===== config.mk =====
export PLATFORM = sky130hd
export DESIGN_NAME = resv_monitor
export DESIGN_NICKNAME = d
export VERILOG_FILES = /design/src/rtl/resv_monitor.sv
export SDC_FILE = /design/constraint.sdc
export NUM_CORES = 1
export LEC_CHECK = 0
export BUFFER_PORTS_ARGS = -buffer_cell sky130_fd_sc_hd__buf_2
export CORE_MARGIN = 10
export CORE_UTILIZATION = 65
export DETAILED_ROUTE_END_ITERATION = 10
export GPL_TIMING_DRIVEN = 0
export PLACE_DENSITY = 0.82
export SYNTH_ARGS = -nofsm -noshare
export SYNTH_HDL_FRONTEND = slang
export SYNTH_SLANG_ARGS = --single-unit
export TNS_END_PERCENT = 20

===== constraint.sdc =====
create_clock -name clk -period 11.9 [get_ports clk]
set_input_delay 3.57 -clock clk [delete_from_list [all_inputs] [get_ports clk]]
set_output_delay 3.57 -clock clk [all_outputs]
set_load 0.01 [all_outputs]

===== src/rtl/resv_monitor.sv =====
module resv_monitor #(
  parameter int NCTX       = 4,
  parameter int AW         = 32,
  parameter int CNT_W      = 17,
  parameter int WARN_EVERY = 100000,
  localparam int CW = (NCTX > 1) ? $clog2(NCTX) : 1,
  localparam int GW = AW - 4,
  localparam int PW = $clog2(WARN_EVERY + 1)
) (
  input  logic             clk,
  input  logic             rst,
  input  logic             req_valid,
  output logic             req_ready,
  input  logic [CW-1:0]    req_ctx,
  input  logic [AW-1:0]    req_addr,
  input  logic             req_store,
  input  logic             req_locked,
  input  logic             req_uncached,
  output logic             rsp_valid,
  output logic [1:0]       rsp_code,
  output logic             mem_wr_en,
  output logic             warn_pulse,
  input  logic [CW-1:0]    cnt_sel,
  output logic [CNT_W-1:0] cnt_val
);

  localparam logic [CNT_W-1:0] CNT_MAX = '1;
  localparam logic [PW-1:0]    PH_LAST = PW'(WARN_EVERY - 1);

  logic [NCTX-1:0]  flag;
  logic [GW-1:0]    gran  [NCTX];
  logic [CNT_W-1:0] cnt   [NCTX];
  logic [PW-1:0]    phase [NCTX];
  logic [NCTX-1:0]  hit;

  logic [GW-1:0] req_g;
  logic acc, is_sc, sc_uc, sc_ok, sc_fail, do_write, own_hit, ll;

  assign req_ready = !rst;
  assign acc       = req_valid && req_ready;
  assign req_g     = req_addr[AW-1:4];

  for (genvar c = 0; c < NCTX; c++) begin : g_hit
    assign hit[c] = flag[c] && (gran[c] == req_g);
  end

  assign own_hit  = hit[req_ctx];
  assign ll       = !req_store && req_locked;
  assign is_sc    = req_store && req_locked;
  assign sc_uc    = is_sc && req_uncached;
  assign sc_ok    = is_sc && !req_uncached && own_hit;
  assign sc_fail  = is_sc && !req_uncached && !own_hit;
  assign do_write = req_store && !sc_fail;
  assign cnt_val  = cnt[cnt_sel];

  always_ff @(posedge clk) begin
    if (rst) begin
      rsp_valid  <= 1'b0;
      rsp_code   <= 2'd0;
      mem_wr_en  <= 1'b0;
      warn_pulse <= 1'b0;
      flag       <= '0;
      for (int c = 0; c < NCTX; c++) begin
        gran[c]  <= '0;
        cnt[c]   <= '0;
        phase[c] <= '0;
      end
    end else begin
      rsp_valid  <= acc;
      mem_wr_en  <= acc && do_write;
      rsp_code   <= !acc ? 2'd0 : sc_uc ? 2'd2 : sc_ok ? 2'd1 : 2'd0;
      warn_pulse <= 1'b0;
      if (acc) begin
        if (do_write) begin
          for (int c = 0; c < NCTX; c++)
            if (hit[c]) flag[c] <= 1'b0;
        end
        if (ll) begin
          gran[req_ctx] <= req_g;
          flag[req_ctx] <= 1'b1;
        end
        if (sc_fail) begin
          flag[req_ctx] <= 1'b0;
          if (cnt[req_ctx] != CNT_MAX) cnt[req_ctx] <= cnt[req_ctx] + 1'b1;
          if (phase[req_ctx] == PH_LAST) begin
            phase[req_ctx] <= '0;
            warn_pulse     <= 1'b1;
          end else begin
            phase[req_ctx] <= phase[req_ctx] + 1'b1;
          end
        end
        if (sc_ok || sc_uc) begin
          cnt[req_ctx]   <= '0;
          phase[req_ctx] <= '0;
        end
      end
    end
  end

endmodule


-- Word-level counts from Yosys, hierarchy flattened
Memories as Yosys holds them, arrays and structs flattened.
Cells that the tools add are included.
- bits in registers: 9
- bits in latches: 0
- bits in writable memories: 248
- bits in read-only memories: 0
- output and inout port bits: 23
- word-level logic and storage cells: 105
- memories: 3
- memory list (memory ; depth ; bits a word ; rd ports ; clocked after memory_dff ; write ports ; line ; text):
    gran ; 4 ; 28 ; 4 ; 0 ; 4 ; 31 ; logic [GW-1:0] gran [NCTX];
    cnt ; 4 ; 17 ; 2 ; 0 ; 4 ; 32 ; logic [CNT_W-1:0] cnt [NCTX];
    phase ; 4 ; 17 ; 1 ; 0 ; 4 ; 33 ; logic [PW-1:0] phase [NCTX];
- add/sub/neg operators: 2
- multipliers: 0
- div/mod/pow operators: 0
- magnitude comparators: 2
- equal/unequal tests: 6
- shifts and indexed selects: 0
- multiplexer cells: 54
- bitwise gates (word level): 7
- reductions and logical operators: 25
- operators with widths (kind ; count):
    $eq 28x28->1 ; 4
    $mux 17 ; 5
    $mux 1 ; 35
    $add 17x1->17 const B ; 2
    $reduce_or 17->1 ; 2
    $mux 28 ; 1
    $mux 4 ; 7
    $reduce_or 28->1 ; 1
    $eq 17x17->1 const B ; 1
    $ne 17x17->1 const B ; 1
    $logic_and 1x1->1 ; 14
    $mux 2 ; 4
    $logic_not 1->1 ; 5
    $and 4x4->4 ; 1
    $not 4->4 ; 1
    $or 4x4->4 ; 1
    $lt 2x3->1 const B ; 1
    $or 1x1->1 ; 3
    $reduce_or 3->1 ; 1
    $bmux 1 s2 ; 1
    $demux 1 s2 ; 1
    $ge 2x1->1 const B ; 1
    $reduce_or 2->1 ; 1
    $logic_or 1x1->1 ; 1
    $not 1->1 ; 1

-- Logic depth before layout (Yosys ltp)
- depth in word-level cells: 17
- depth in mapped cells: 15

-- Least setup slack after synthesis
Ideal clock, no wire load.
- path type: input port to output port
- start point: input cnt_sel[0]
- end point: output cnt_val[10]
- arrival time: 5144 ps
- required time: 8330 ps
- path slack: 3186 ps
- stages on the path: 3
- cells stage by stage: clkbuf_1 > buf_1 > mux4_2
- longest elaborated chain between the ends: 1
- ends and longest elaborated chain (element ; line ; text):
    start, declared ; 23 ; input logic [CW-1:0] cnt_sel,
    $mem_v2 4x17 ; -- ;
    end, declared ; 24 ; output logic [CNT_W-1:0] cnt_val
No other way between the ends.

-- Worst setup path after layout
- start point: input cnt_sel[0]
- end point: output cnt_val[14]
The elaborated chain is that of the path after synthesis.

==> key figures <==
STA
  – Fin crit period: 9200 ps
  – Fmax: 109 MHz
  – Final Max Tran Viols: 0
  – Setup TNS: 0 ps
  – Endpoints failing setup: 0
  – Clock Skew: 18.3 ps
  – Worst Tran Pin Value: 994 ps
  – Final period utilization: 77.3%
  – Relative slew slack: 33.5%
  – RSZ-0062 raised after global routing: no
  – Fin. Hold Viols: 0

Placement
  – GPL Wtd Cong: 0.910
  – IO Port Bufs: 27
  – Final HPWL DP: 21,000 µm
  – Placed Area: 13,300 µm²

Routing
  – DR WL/cell: 24.0 µm
  – Total number of vias: 8,619
  – ANT nets after route: 0
  – Via density: 6.53
  – # DRC: 0
  – Total wire length: 31,600 µm
  – DRT Pass-1 Iters: 5
  – Number of DRC markers in iteration 0: 1,113

Clock network
  – TritonCTS clock tree: done
  – H-tree lvl count: 1
  – Clock slew at reported path FFs: 60 ps
  – Clock insertion delay at the later pin of the skew report: 540 ps
  – # clock sinks: 257
  – CTS buffer count: 26
  – Clk buf depth: 3
  – Clock Root Buffer: clkbuf_16
  – Setup Fix Bufs, Post-CTS: 0
  – Cts hold-fix bufs: 0
  – Post-CTS Resized: 0

Finish
  – Sequential cell area: 7630 µm²
  – Layout cells sized above 1: 14.9%
  – Final-layout fill cell count: 1,253
  – Syn-to-layout area delta: 12.1%
  – Multi-input logic area: 4640 µm²
  – Most frequent cells in the layout: edfxtp_1 (248), nor3_1 (107), xor2_1 (92)
  – Final Instance Area: 14,200 µm²
  – Nets: 1,079
  – Commonest non-fill, non-tap cell in the layout: edfxtp_1

Hold path
  – Worst Min Path Start: flag[1]$_SDFFE_PP0P_
  – Hold path cells: 1
  – Hold Path Sink: flag[1]$_SDFFE_PP0P_
  – Worst Hold Class: register to register

Worst setup path
  – Slowest CP cell: buf_1
  – Crit end category: output port
  – Crit path from: cnt_sel[0]
  – Crit path buf inv count: 3
  – R2R cell count: 8
  – Arrival time worst endpoint: 5630 ps
  – Crit-path leading delay family: buffers and inverters
  – Req. time, crit path: 8330 ps
  – Startpoint Class: input port
  – Max stage delay on crit path: 730 ps
  – Worst R2R End: cnt[2][15]$_SDFFCE_PN0P_
  – Critical setup path kind: input port to output port
  – Crit Path Max Fanout: 10
  – Worst r2r src: gran[2][8]$_SDFFCE_PN0P_
  – Reg2reg setup slack: 8010 ps
  – Critical path, cell by cell: clkbuf_1, buf_1, mux4_2, buf_2

Power
  – Pleak: 5.08 nW
  – Pwr dens: 150 nW/µm²
  – VDD IR-drop max: 0.132 mV
  – Tot Pwr: 0.00212 W

Synth
  – Flops & latches, synth: 257
  – Post-synth top area share: 58.8%
  – Distinct cells, synth: 42
  – Register area share after synthesis: 60.2%
  – Largest family of logic cells by synthesized area: simple AND/OR/NAND/NOR gates
  – Synth Area in Simple Gates: 15.3%
  – Adder-cell share of the synthesized area: 0.296%
  – Cell taking the most area after synthesis: edfxtp_1
  – YS warnings: 0
  – Mux contribution to synthesized area: 9.06%
  – Syn_nets: 1,018
  – Synth Instances: 973
  – Synth Area in Compound Gates: 1.68%
  – Top post-synthesis cells by area: edfxtp_1 (59%), mux4_2 (9.1%), xor2_1 (6.4%)
  – XOR/XNOR Fraction of Synth Area: 9.74%
  – Syn avg cell area: 13.0 µm²
  – Mapped Area: 12,700 µm²

Die
  – Io pins: 65
  – Site row count: 51
  – Initial Utilization: 65.5%
  – DIE HEIGHT: 160 µm
  – Core Box Area: 19,300 µm²
  – Die Wd: 160 µm
  – Die area: 25,500 µm²

Global routing
  – Gr ovfl total: 0
  – Tot GR Track Use: 24.7%
  – Initial antenna violation count: 2
  – Pin count of the biggest net entering global routing: 29
  – Vias in the first global route: 8,556
  – First-pass GRT wire length: 49,700 µm

Run status
  – Outcome: finished clean

Run
  – Maxcap violations: 0
==> power by group <==
part	total, W	internal [W]	switching [W]	leakage, nW
clock network	0.000866	0.000521	0.000345	0.442
logic	0.000207	0.0000727	0.000134	2.09
registers	0.00105	0.00103	0.0000178	2.55
==> registers in the layout, summed over array words and instances (netlist names) <==
| register | count |
|---|---|
| phase | 68 |
| flag | 4 |
| warn_pulse | 1 |
| rsp_valid | 1 |
| rsp_code | 2 |
| gran | 112 |
| cnt | 68 |
| mem_wr_en | 1 |
==> synthesized netlist by cell type (all sizes together) <==
| master | n |
|---|---|
| or4 | 1 |
| xnor2 | 49 |
| a311oi | 1 |
| and2 | 8 |
| nor4 | 20 |
| a211oi | 1 |
| a31oi | 1 |
| a31o | 2 |
| o21ai | 11 |
| a41o | 1 |
| nand4 | 17 |
| a32o | 1 |
| a311o | 3 |
| and4 | 3 |
| a22o | 1 |
| buf | 24 |
| ha | 3 |
| a21o | 3 |
| nand2 | 35 |
| and3 | 75 |
| or3 | 3 |
| dfxtp | 9 |
| or2 | 1 |
| xor2 | 92 |
| o41ai | 3 |
| inv | 24 |
| clkbuf | 66 |
| nand3 | 17 |
| nor2 | 80 |
| nor4b | 2 |
| mux4 | 51 |
| and4bb | 1 |
| nor3b | 1 |
| nor3 | 107 |
| edfxtp | 248 |
| nor2b | 4 |
| nand2b | 2 |
| a21oi | 2 |
==> routing by layer <==
layer	vias up	global-route usage, %	wire length, µm
li1	3730	-	-
met1	4299	33.2	12200
met2	517	40.0	15300
met3	73	4.68	3190
met4	0	7.71	896
met5	-	0	0
==> cell type report <==
class                   count  area share, %
flip-flops and latches    257           53.7
multi-input cells         602           32.6
clock buffers              29           4.81
plain buffers              90           2.68
well taps                 265           2.33
repair buffers             33           1.66
clock inverters            18           1.55
inverters                  24          0.634
diodes                      2         0.0352
==> cells by family (layout without fill, tap and decap cells) <==
group	Yosys count	count (layout)
compound gates	30	30
fa+ha+maj	3	3
other cells	0	2
xor+xnor	141	141
flops	257	257
mux	51	51
simple gates	377	377
buf+inv	114	194
==> through the flow <==
step / utilization [%] / setup WS, ps / std cells / hold WS (ps)
after floorplan: - / 3190 / 973 / 449
after global placement: 68.0 / 2340 / 1265 / 467
after detailed placement: 68.8 / 2670 / 1271 / 499
after CTS: 73.5 / 2650 / 1318 / 517
after global routing: 73.5 / 2450 / 1319 / 530
final: 73.5 / 2700 / 1320 / 527
==> worst max-delay path by stage <==
stage	slack, ps	cells past startpoint	to
final	2700	4	cnt_val[14]
after global routing	2450	4	cnt_val[13]
after CTS	2650	4	cnt_val[13]
after detailed placement	2670	4	cnt_val[14]
after global placement	2340	7	gran[2][15]$_SDFFCE_PN0P_
after floorplan	3190	3	cnt_val[10]
(Power assumes the default switching activity.)
